==> config.mk <==
export PLATFORM = sky130hd
export DESIGN_NAME = gpio_port
export DESIGN_NICKNAME = d
export VERILOG_FILES = /design/src/rtl/gpio_port_pkg.sv /design/src/rtl/gpio_ctrl_reg.sv /design/src/rtl/gpio_data_latch.sv /design/src/rtl/gpio_in_sync.sv /design/src/rtl/gpio_pin_cfg.sv /design/src/rtl/gpio_readback.sv /design/src/rtl/gpio_port.sv
export SDC_FILE = /design/constraint.sdc
export NUM_CORES = 1
export LEC_CHECK = 0
export BUFFER_PORTS_ARGS = -buffer_cell sky130_fd_sc_hd__buf_4
export CORE_MARGIN = 3
export CORE_UTILIZATION = 54
export DETAILED_ROUTE_END_ITERATION = 10
export GPL_ROUTABILITY_DRIVEN = 0
export PLACE_DENSITY = 0.85
export SLEW_MARGIN = 10
export SYNTH_ARGS = -nofsm -noshare
export SYNTH_HDL_FRONTEND = slang
export SYNTH_SLANG_ARGS = --single-unit
==> constraint.sdc <==
create_clock -name clk -period 3.3 [get_ports clk]
set_clock_uncertainty 0.2 [all_clocks]
set_input_delay 0.66 -clock clk [delete_from_list [all_inputs] [get_ports clk]]
set_output_delay 0.66 -clock clk [all_outputs]
set_load 0.01 [all_outputs]
==> src/rtl/gpio_port_pkg.sv <==
package gpio_port_pkg;
  localparam int unsigned WORD_CTRL = 0;
  localparam int unsigned WORD_DATA = 1;

  typedef enum logic [1:0] {
    RSEL_CTRL = 2'd0,
    RSEL_DATA = 2'd1,
    RSEL_NONE = 2'd2
  } rsel_e;
endpackage

==> src/rtl/gpio_ctrl_reg.sv <==
module gpio_ctrl_reg #(
  parameter int unsigned WIDTH = 32
) (
  input  logic               clk,
  input  logic               rst,
  input  logic               wr_en,
  input  logic [WIDTH/8-1:0] be,
  input  logic [WIDTH-1:0]   wdata,
  output logic [WIDTH-1:0]   ctrl_q
);
  localparam int unsigned NBYTES = WIDTH / 8;

  for (genvar gb = 0; gb < NBYTES; gb++) begin : g_byte
    logic [7:0] q;
    always_ff @(posedge clk) begin
      if (rst) begin
        q <= '0;
      end else if (wr_en && be[gb]) begin
        q <= wdata[gb*8 +: 8];
      end
    end
    assign ctrl_q[gb*8 +: 8] = q;
  end
endmodule

==> src/rtl/gpio_data_latch.sv <==
module gpio_data_latch #(
  parameter int unsigned NPINS = 16
) (
  input  logic               clk,
  input  logic               wr_en,
  input  logic [NPINS/8-1:0] be,
  input  logic [NPINS-1:0]   wdata,
  output logic [NPINS-1:0]   latch_q
);
  localparam int unsigned NBYTES = NPINS / 8;

  // No reset: contents survive every reset.
  for (genvar gb = 0; gb < NBYTES; gb++) begin : g_byte
    logic [7:0] q;
    always_ff @(posedge clk) begin
      if (wr_en && be[gb]) begin
        q <= wdata[gb*8 +: 8];
      end
    end
    assign latch_q[gb*8 +: 8] = q;
  end
endmodule

==> src/rtl/gpio_in_sync.sv <==
module gpio_in_sync #(
  parameter int unsigned NPINS  = 16,
  parameter int unsigned STAGES = 2
) (
  input  logic             clk,
  input  logic             rst,
  input  logic [NPINS-1:0] d,
  output logic [NPINS-1:0] q
);
  logic [NPINS-1:0] chain [STAGES];

  for (genvar gs = 0; gs < STAGES; gs++) begin : g_stage
    always_ff @(posedge clk) begin
      if (rst) begin
        chain[gs] <= '0;
      end else if (gs == 0) begin
        chain[gs] <= d;
      end else begin
        chain[gs] <= chain[(gs == 0) ? 0 : gs-1];
      end
    end
  end

  assign q = chain[STAGES-1];
endmodule

==> src/rtl/gpio_pin_cfg.sv <==
module gpio_pin_cfg #(
  parameter int unsigned NPINS = 16
) (
  input  logic [2*NPINS-1:0] ctrl_q,
  output logic [NPINS-1:0]   oe,
  output logic [NPINS-1:0]   pu
);
  for (genvar gp = 0; gp < NPINS; gp++) begin : g_pin
    logic dir_out;
    logic pu_off;
    assign dir_out = ctrl_q[2*gp];
    assign pu_off  = ctrl_q[2*gp+1];
    assign oe[gp]  = dir_out;
    assign pu[gp]  = ~pu_off & ~dir_out;
  end
endmodule

==> src/rtl/gpio_readback.sv <==
module gpio_readback
  import gpio_port_pkg::*;
#(
  parameter int unsigned NPINS = 16,
  parameter int unsigned BUS_W = 32
) (
  input  logic               clk,
  input  logic               rst,
  input  logic               rd_en,
  input  rsel_e              sel,
  input  logic [2*NPINS-1:0] ctrl_q,
  input  logic [NPINS-1:0]   oe,
  input  logic [NPINS-1:0]   latch_q,
  input  logic [NPINS-1:0]   pin_sync,
  output logic [BUS_W-1:0]   rdata
);
  logic [NPINS-1:0] data_view;

  for (genvar gp = 0; gp < NPINS; gp++) begin : g_pick
    assign data_view[gp] = oe[gp] ? latch_q[gp] : pin_sync[gp];
  end

  always_ff @(posedge clk) begin
    if (rst) begin
      rdata <= '0;
    end else if (rd_en) begin
      unique case (sel)
        RSEL_CTRL: rdata <= BUS_W'(ctrl_q);
        RSEL_DATA: rdata <= BUS_W'(data_view);
        default:   rdata <= '0;
      endcase
    end
  end
endmodule

==> src/rtl/gpio_port.sv <==
module gpio_port
  import gpio_port_pkg::*;
#(
  parameter int unsigned NPINS       = 16,
  parameter int unsigned ADDR_W      = 2,
  parameter int unsigned SYNC_STAGES = 2,
  localparam int unsigned BUS_W      = 2 * NPINS,
  localparam int unsigned BE_W       = BUS_W / 8,
  localparam int unsigned DBE_W      = NPINS / 8
) (
  input  logic              clk,
  input  logic              rst,
  input  logic [ADDR_W-1:0] bus_addr,
  input  logic              bus_we,
  input  logic              bus_re,
  input  logic [BE_W-1:0]   bus_be,
  input  logic [BUS_W-1:0]  bus_wdata,
  output logic [BUS_W-1:0]  bus_rdata,
  input  logic [NPINS-1:0]  pad_in,
  output logic [NPINS-1:0]  pad_oe,
  output logic [NPINS-1:0]  pad_out,
  output logic [NPINS-1:0]  pad_pu
);
  logic             hit_ctrl;
  logic             hit_data;
  rsel_e            rsel;
  logic [BUS_W-1:0] ctrl_q;
  logic [NPINS-1:0] latch_q;
  logic [NPINS-1:0] pin_sync;

  assign hit_ctrl = (bus_addr == ADDR_W'(WORD_CTRL));
  assign hit_data = (bus_addr == ADDR_W'(WORD_DATA));

  always_comb begin
    if (hit_ctrl)      rsel = RSEL_CTRL;
    else if (hit_data) rsel = RSEL_DATA;
    else               rsel = RSEL_NONE;
  end

  gpio_ctrl_reg #(.WIDTH(BUS_W)) u_ctrl (
    .clk    (clk),
    .rst    (rst),
    .wr_en  (bus_we && hit_ctrl),
    .be     (bus_be),
    .wdata  (bus_wdata),
    .ctrl_q (ctrl_q)
  );

  gpio_data_latch #(.NPINS(NPINS)) u_latch (
    .clk     (clk),
    .wr_en   (bus_we && hit_data),
    .be      (bus_be[DBE_W-1:0]),
    .wdata   (bus_wdata[NPINS-1:0]),
    .latch_q (latch_q)
  );

  gpio_in_sync #(.NPINS(NPINS), .STAGES(SYNC_STAGES)) u_sync (
    .clk (clk),
    .rst (rst),
    .d   (pad_in),
    .q   (pin_sync)
  );

  gpio_pin_cfg #(.NPINS(NPINS)) u_cfg (
    .ctrl_q (ctrl_q),
    .oe     (pad_oe),
    .pu     (pad_pu)
  );

  gpio_readback #(.NPINS(NPINS), .BUS_W(BUS_W)) u_rb (
    .clk      (clk),
    .rst      (rst),
    .rd_en    (bus_re),
    .sel      (rsel),
    .ctrl_q   (ctrl_q),
    .oe       (pad_oe),
    .latch_q  (latch_q),
    .pin_sync (pin_sync),
    .rdata    (bus_rdata)
  );

  assign pad_out = latch_q;
endmodule

==> results of run 1 <==
## routing by layer
layer / wire [µm] / track usage / vias up
met5: 0 / 0 / -
met4: 126 / 0.06378 / 0
met3: 862 / 0.07292 / 12
met2: 4377 / 0.3365 / 126
met1: 4004 / 0.2782 / 1420
li1: - / - / 1525
## worst reg2reg max path: cells and delay by family, from the launching register on
| family | cells | cell delay [ns] |
|---|---|---|
| AOI/OAI and AO/OA | 2 | 0.28 |
| DFF | 1 | 0.45 |
| muxes | 1 | 0.37 |
## cell usage after synthesis (all sizes together)
master,instances
a211oi,9
edfxtp,16
nand3,8
mux2i,38
a22oi,9
nor3b,3
dfxtp,96
mux2,9
inv,1
nand2,1
nand2b,8
and4bb,3
a21oi,15
buf,31
clkbuf,9
a31oi,9
nor2,73
nor4bb,1
nor2b,41
a22o,7
## stage by stage
| step | instances | hold slack [ns] | instance area, µm² | worst slack [ns] | total power, µW |
|---|---|---|---|---|---|
| floorplan | 387 | 0.2138 | 4160 | 0.9830 | 1589 |
| global placement | 588 | 0.2194 | 5114 | 1.065 | 1698 |
| detailed placement | 588 | 0.2256 | 5114 | 0.9926 | 1705 |
| CTS | 604 | 0.2481 | 5309 | 1.319 | 2485 |
| global route | 604 | 0.2555 | 5309 | 1.228 | 2568 |
| finish | 604 | 0.2457 | 5309 | 1.333 | 2474 |
## cell type report
cell class	instances	share of cell area
clock buffer	10	0.02404
inverter	1	0.0007070
clock inverter	6	0.01273
sequential	112	0.4525
tap	99	0.02333
multi-input combinational	234	0.2859
timing repair buffer	142	0.2008
## how the worst max path moves through the flow
stage,end
after floorplan,u_latch.g_byte[0].q[0]
after global routing,u_rb.rdata[25]
final,pad_pu[6]
after CTS,pad_pu[6]
after global placement,u_rb.rdata[31]
after detailed placement,u_rb.rdata[23]
## sequential cells by signal, indices dropped and copies added (netlist names)
| signal | flops |
|---|---|
| u_ctrl.g_byte.q | 32 |
| u_latch.g_byte.q | 16 |
| u_rb.rdata | 32 |
| u_sync.chain | 32 |
## power breakdown
group          switching, µW  internal (µW)  leakage [µW]
logic                    105            119       0.00112
clock network            446            356      0.000101
registers               23.6           1420      0.000929
total                    575           1900       0.00215
## logic make-up after synthesis
kind of cell    count (synthesis)  share of synthesized area
flops                         112                     0.5774
simple gates                  138                     0.1687
mux                            47                     0.1158
buf+inv                        41                    0.05925
compound gates                 49                    0.07879
==> metrics.md, run 1 <==
| Metric | Value |
|---|---|
| Worst Path Required | 2.44 ns |
| CP endpoint kind | output port |
| Avg Inst Size Synth | approximately 11 µm² |
| Reg2reg end | u_rb.rdata[1] |
| RSZ-0062 raised after global routing | no |
| Total GRT Usage | 0.2136 |
| Crit start category | register |
| Post-Syn Nets | 445 |
| Number of post-CTS setup repair buffers | 0 |
| Fin util | 0.7204 |
| CTS tree | yes |
| PD cells | around 470 nW/µm² |
| Top delay family on crit path | flip-flops |
| Max H-tree Level | 3 |
| DRC viols | 0 |
| Initial DRC Count | between 100 and 150 |
| Largest net degree at the start of global routing | 58 |
| Antenna cells | 0 |
| Pre-antenna DRT Iters | 4 |
| Vias in the first global route | about 2.9k |
| Final #Nets | 558 |
| Worst min path class | register to register |
| Achievable clock frequency | around 0.51 GHz |
| Max-cap violations | 0 |
| Fin. Hold Viols | 0 |
| Hold-fix buffers, CTS | 0 |
| Share of layout cells above drive strength 1 | 0.3406 |
| Critical-path top delay cell | dfxtp_1 |
| Clock latency on the worst-skew pair | 0.36 ns |
| Min-delay src | u_sync.chain[0][4] |
| Reg2Reg Depth | 3 |
| Post-Route WL | ~9400 µm |
| Slew margin rel. | 0.4879 |
| Die area | 8794 µm² |
| GR Overflow Total | 0 |
| Worst Max-Slew Pin Slew | approximately 0.77 ns |
| FF-to-FF Start | u_ctrl.g_byte[0].q[2] |
| Post-DP HPWL | 6826 µm |
| Post-Synthesis Cells | a little under 400 |
| Synthesis Warnings | 0 |
| Max Fanout on Critical Path | 5 |
| CP startpoint | u_ctrl.g_byte[1].q[4] |
| Commonest non-fill, non-tap cell in the layout | buf_4 |
| TritonCTS buffer count | 9 |
| Die W | 93.78 µm |
| Cell Area, Synth | 4160 µm² |
| Peak supply drop | 0.2863 mV |
| Hold path depth | 1 |
| Total number of vias | approximately 3.1k |
| Final TNS setup | 0 ns |
| Tmin final | 1.967 ns |
| Global-route wire length before repair | ~15000 µm |
| R2R setup slack | between 1.5 and 2 ns |
| Setup-failing EPs final | 0 |
| Ports | 138 |
| DR WL/cell | between 15 and 20 µm |
| Number of buffers and inverters on the critical path | 1 |
| Initial antenna violation count | 0 |
| Clk slew on worst S/H paths | 0.10 ns |
| FF/Latch Area | about 2400 µm² |
| Antenna-violating nets left | 0 |
| Worst hold endpoint | u_sync.chain[1][4] |
| Pleak | 0.002151 µW |
| Period utilization | 0.5962 |
| Leading area contributor after synthesis | dfxtp_1 |
| Post-CTS Resized | 0 |
| P&R area growth vs syn | 27.61% |
| Post-synthesis register bit count | approximately 110 |
| Crit Path Class | register to output port |
| Final max-slew violation count | 0 |
| Core Area | between 7000 and 8000 µm² |
| Vias per cell | a little over 5 |
| Top cells by area, synth | dfxtp_1 (46%), edfxtp_1 (12%), mux2i_1 (9.1%), nor2_1 (6.5%), nor2b_1 (6.2%) |
| Top cell type's share of synthesized area | 0.4620 |
| Buffers on Ports | around 140 |
| Number of fill cells | roughly 530 |
| Seq/Total Area, Yosys | 0.5774 |
| Die H | 93.78 µm |
| Levels on crit path | 2 |
| Clock sinks | ~110 |
| Multi-input logic area | 1518 µm² |
| Most frequent cells in the layout | buf_4 (142), dfxtp_1 (96), nor2_1 (72) |
| Critical-path cell list | nor2_1 > buf_4 |
| Clk buf depth | 2 |
| Library cells used by synthesis | 24 |
| CTS Root Cell | clkbuf_8 |
| CP peak stage delay | approximately 0.48 ns |
| FP Rows | 31 |
| Initial Utilization | 0.5645 |
| CP arrival | 1.11 ns |
| Status | finished, final reports clean |
Power figures use the tool's default switching activity.
==> inputs of run 2 (changes only) <==
Settings changed: CORE_UTILIZATION 54 to 45, PLACE_DENSITY 0.85 to 0.75.
Clock period 3.3 ns to 1.8 ns, I/O delays scaled along.
==> run 2 against run 1 <==
  * Worst hold slack worse by 0.23 ns
  * Global-route usage is 1.7 points lower
  * Via count grew 4.6%
  * Total power rose by 91%
  * Non-clock buffer count is 38 higher
  * Clock power increased by 98%
  * Register-to-register slack got worse by 1.5 ns
  * Routed wire length up 8.1%
  * Die area rose by 19%
  * Sequential share of layout area is 3.3 points lower
  * Combinational power rose by 120%
  * First-iteration DRC count shrank 23%
  * Critical endpoint is now pad_pu[4]
  * Largest power group unchanged
==> metrics.md, run 2 (synthesized netlist as in run 1, its figures left out) <==
| Metric | Value |
|---|---|
| Status | finished, final reports clean |
| P_sw | 1077 µW (+87%) |
| Initial DRC Count | 79 (-23%) |
| GR Overflow Total | 0 (unchanged) |
| CP arrival | 1.13 ns (+0.02 ns) |
| Hold-fix buffers, CTS | 27 (+27) |
| Pint | 3658 µW (+93%) |
| Number of post-CTS setup repair buffers | 0 (unchanged) |
| Total GRT Usage | 0.1970 (-0.01660) |
| Design Power | 4735 µW (+91%) |
| Place WS | 0.1563 ns (-0.8364 ns) |
| Max H-tree Level | 3 (unchanged) |
| CTS Root Cell | clkbuf_8 |
| Reg2Reg Depth | 3 (unchanged) |
| R2R setup slack | 0.39 ns (-1.48 ns) |
| Buffers on Ports | 137 (unchanged) |
| Met1 usage | 0.2543 (-0.02389) |
| Crit Path Class | register to output port |
| Largest net degree at the start of global routing | 55 (-5.2%) |
| Worst setup margin | 0.1088 ns (-1.224 ns) |
| Hold path depth | 2 (+1) |
| Antenna-violating nets left | 0 (unchanged) |
| Antenna cells | 0 (unchanged) |
| Min-delay src | pad_in[1] |
| Clock latency on the worst-skew pair | 0.36 ns (about the same) |
| Initial Utilization | 0.4702 (-0.09435) |
| Die H | 102.2 µm (+8.9%) |
| Pleak | 0.002335 µW (+8.6%) |
| Sequential share of power | 0.560 (-0.025) |
| Clk buf depth | 2 (unchanged) |
| Clk network pwr share | 0.336 (+0.012) |
| Die W | 102.2 µm (+8.9%) |
| M2 GR Usage | 0.3173 (-0.01915) |
| DRC viols | 0 (unchanged) |
| Global-route wire length before repair | 15800 µm (+8.7%) |
| Placed cell area | 5218 µm² (+2.0%) |
| TritonCTS buffer count | 9 (unchanged) |
| Total number of vias | 3226 (+4.6%) |
| Most frequent cells in the layout | buf_4 (149), dfxtp_1 (96), nor2_1 (72) |
| Core Area | 8848 µm² (+20%) |
| Setup-failing EPs final | 0 (unchanged) |
| Max Fanout on Critical Path | 5 (unchanged) |
| Crit start category | register |
| Post-DP HPWL | 7243 µm (+6.1%) |
| Global Route met3 Usage | 0.07099 (-0.001927) |
| Fin. Hold Viols | 0 (unchanged) |
| End point of the critical path | pad_pu[4] |
| Peak supply drop | 0.4218 mV (+47%) |
| Post-Route WL | 10130 µm (+8.1%) |
| Initial antenna violation count | 0 (unchanged) |
| PD cells | 826.4 nW/µm² (+77%) |
| Tmin final | between 1.5 and 2 ns |
| Worst Max-Slew Pin Slew | 0.4589 ns (-0.3084 ns) |
| Die area | 10430 µm² (+19%) |
| Worst min path class | primary input to register |
| DR WL/cell | 15.56 µm (+0.30%) |
| Worst Path Required | 1.24 ns (-1.20 ns) |
| Slew margin rel. | 0.6929 (+0.2050) |
| Clock sinks | 112 (unchanged) |
| GR peak layer | met2 |
| CP endpoint kind | output port |
| Vias in the first global route | 3133 (+9.1%) |
| FF-to-FF Start | u_ctrl.g_byte[0].q[6] |
| Reg2reg end | u_rb.rdata[3] |
| Final instance area | 5729 µm² (+7.9%) |
| Top flop regs | u_ctrl.g_byte.q: 32 flops, u_rb.rdata: 32 flops, u_sync.chain: 32 flops |
| Max-cap violations | 0 (unchanged) |
| Final max-slew violation count | 0 (unchanged) |
| Sw frac | 0.2274 (-0.005091) |
| Post-CTS Resized | 0 (unchanged) |
| Vias per cell | 4.955 (-2.9%) |
| Clk slew on worst S/H paths | 0.09 ns (about the same) |
| P&R area growth vs syn | 37.71% |
| Comb pwr share | 0.103 (+0.012) |
| RSZ-0062 raised after global routing | no |
| CTS tree | yes |
| Pre-antenna DRT Iters | 4 (unchanged) |
| FP Rows | 34 (+9.7%) |
| Commonest non-fill, non-tap cell in the layout | buf_4 |
| CP startpoint | u_ctrl.g_byte[1].q[0] |
| Ports | 138 (unchanged) |
| Achievable clock frequency | slightly below 0.6 GHz |
| Share of layout cells above drive strength 1 | 0.3333 (-0.007261) |
| Period utilization | 0.9395 |
| Final #Nets | 596 (+6.8%) |
run 2: cell count changes in the layout (fill, tap and decap cells not counted), moves of 2 or more:
cell / change
buf_4: +7
dlygate4sd3_1: +29
clkinv_4: -2
buf_12: +2
run 2: metrics by stage:
| step | instances | hold WS (ns) | setup TNS [ns] | util |
|---|---|---|---|---|
| 2_1_floorplan | 387 | 0.2138 | -3.472 | - |
| 3_3_place_gp | 606 | 0.2172 | 0 | 0.5896 |
| 3_5_place_dp | 606 | 0.2255 | 0 | 0.5896 |
| 4_1_cts | 649 | 0.0004645 | 0 | 0.6452 |
| 5_1_grt | 651 | 0.01068 | 0 | 0.6475 |
| 6_report | 651 | 0.01610 | 0 | 0.6475 |
run 2: worst min-delay path by stage:
stage,to,slack [ns]
after floorplan,u_sync.chain[1][0],0.21
after global placement,u_sync.chain[1][1],0.22
after detailed placement,u_sync.chain[1][10],0.23
after CTS,u_sync.chain[0][1],0.0005
after global routing,u_sync.chain[0][8],0.01
final,u_sync.chain[0][1],0.02
run 2: power by group through the flow:
| stage | sequential, µW | combinational [µW] | clock, µW |
|---|---|---|---|
| after CTS | 2650 | 488 | 1630 |
| after global placement | 2710 | 434 | 0 |
| after floorplan | 2710 | 203 | 0 |
| after global routing | 2660 | 534 | 1740 |
| final | 2650 | 489 | 1590 |
| after detailed placement | 2710 | 440 | 0 |
run 2: routing by layer:
metal  vias up  part of all wire
li1       1609                 -
met3         6             0.088
met5         -                 0
met4         0            0.0064
met2       123              0.46
met1      1488              0.45
run 2: critical path, stage by stage, from the launching register on:
cell and delay [ns]:
dfxtp_1 0.52, nor2_1 0.11, buf_4 0.16
run 2: cell type report:
class / count / area [µm²]
clock buffer: 11 / 162.7
clock inverter: 5 / 58.81
timing repair buffer: 180 / 1449
multi-input combinational: 234 / 1518
sequential: 112 / 2402
fill: 718 / 3119
tap: 108 / 135.1
inverter: 1 / 3.754
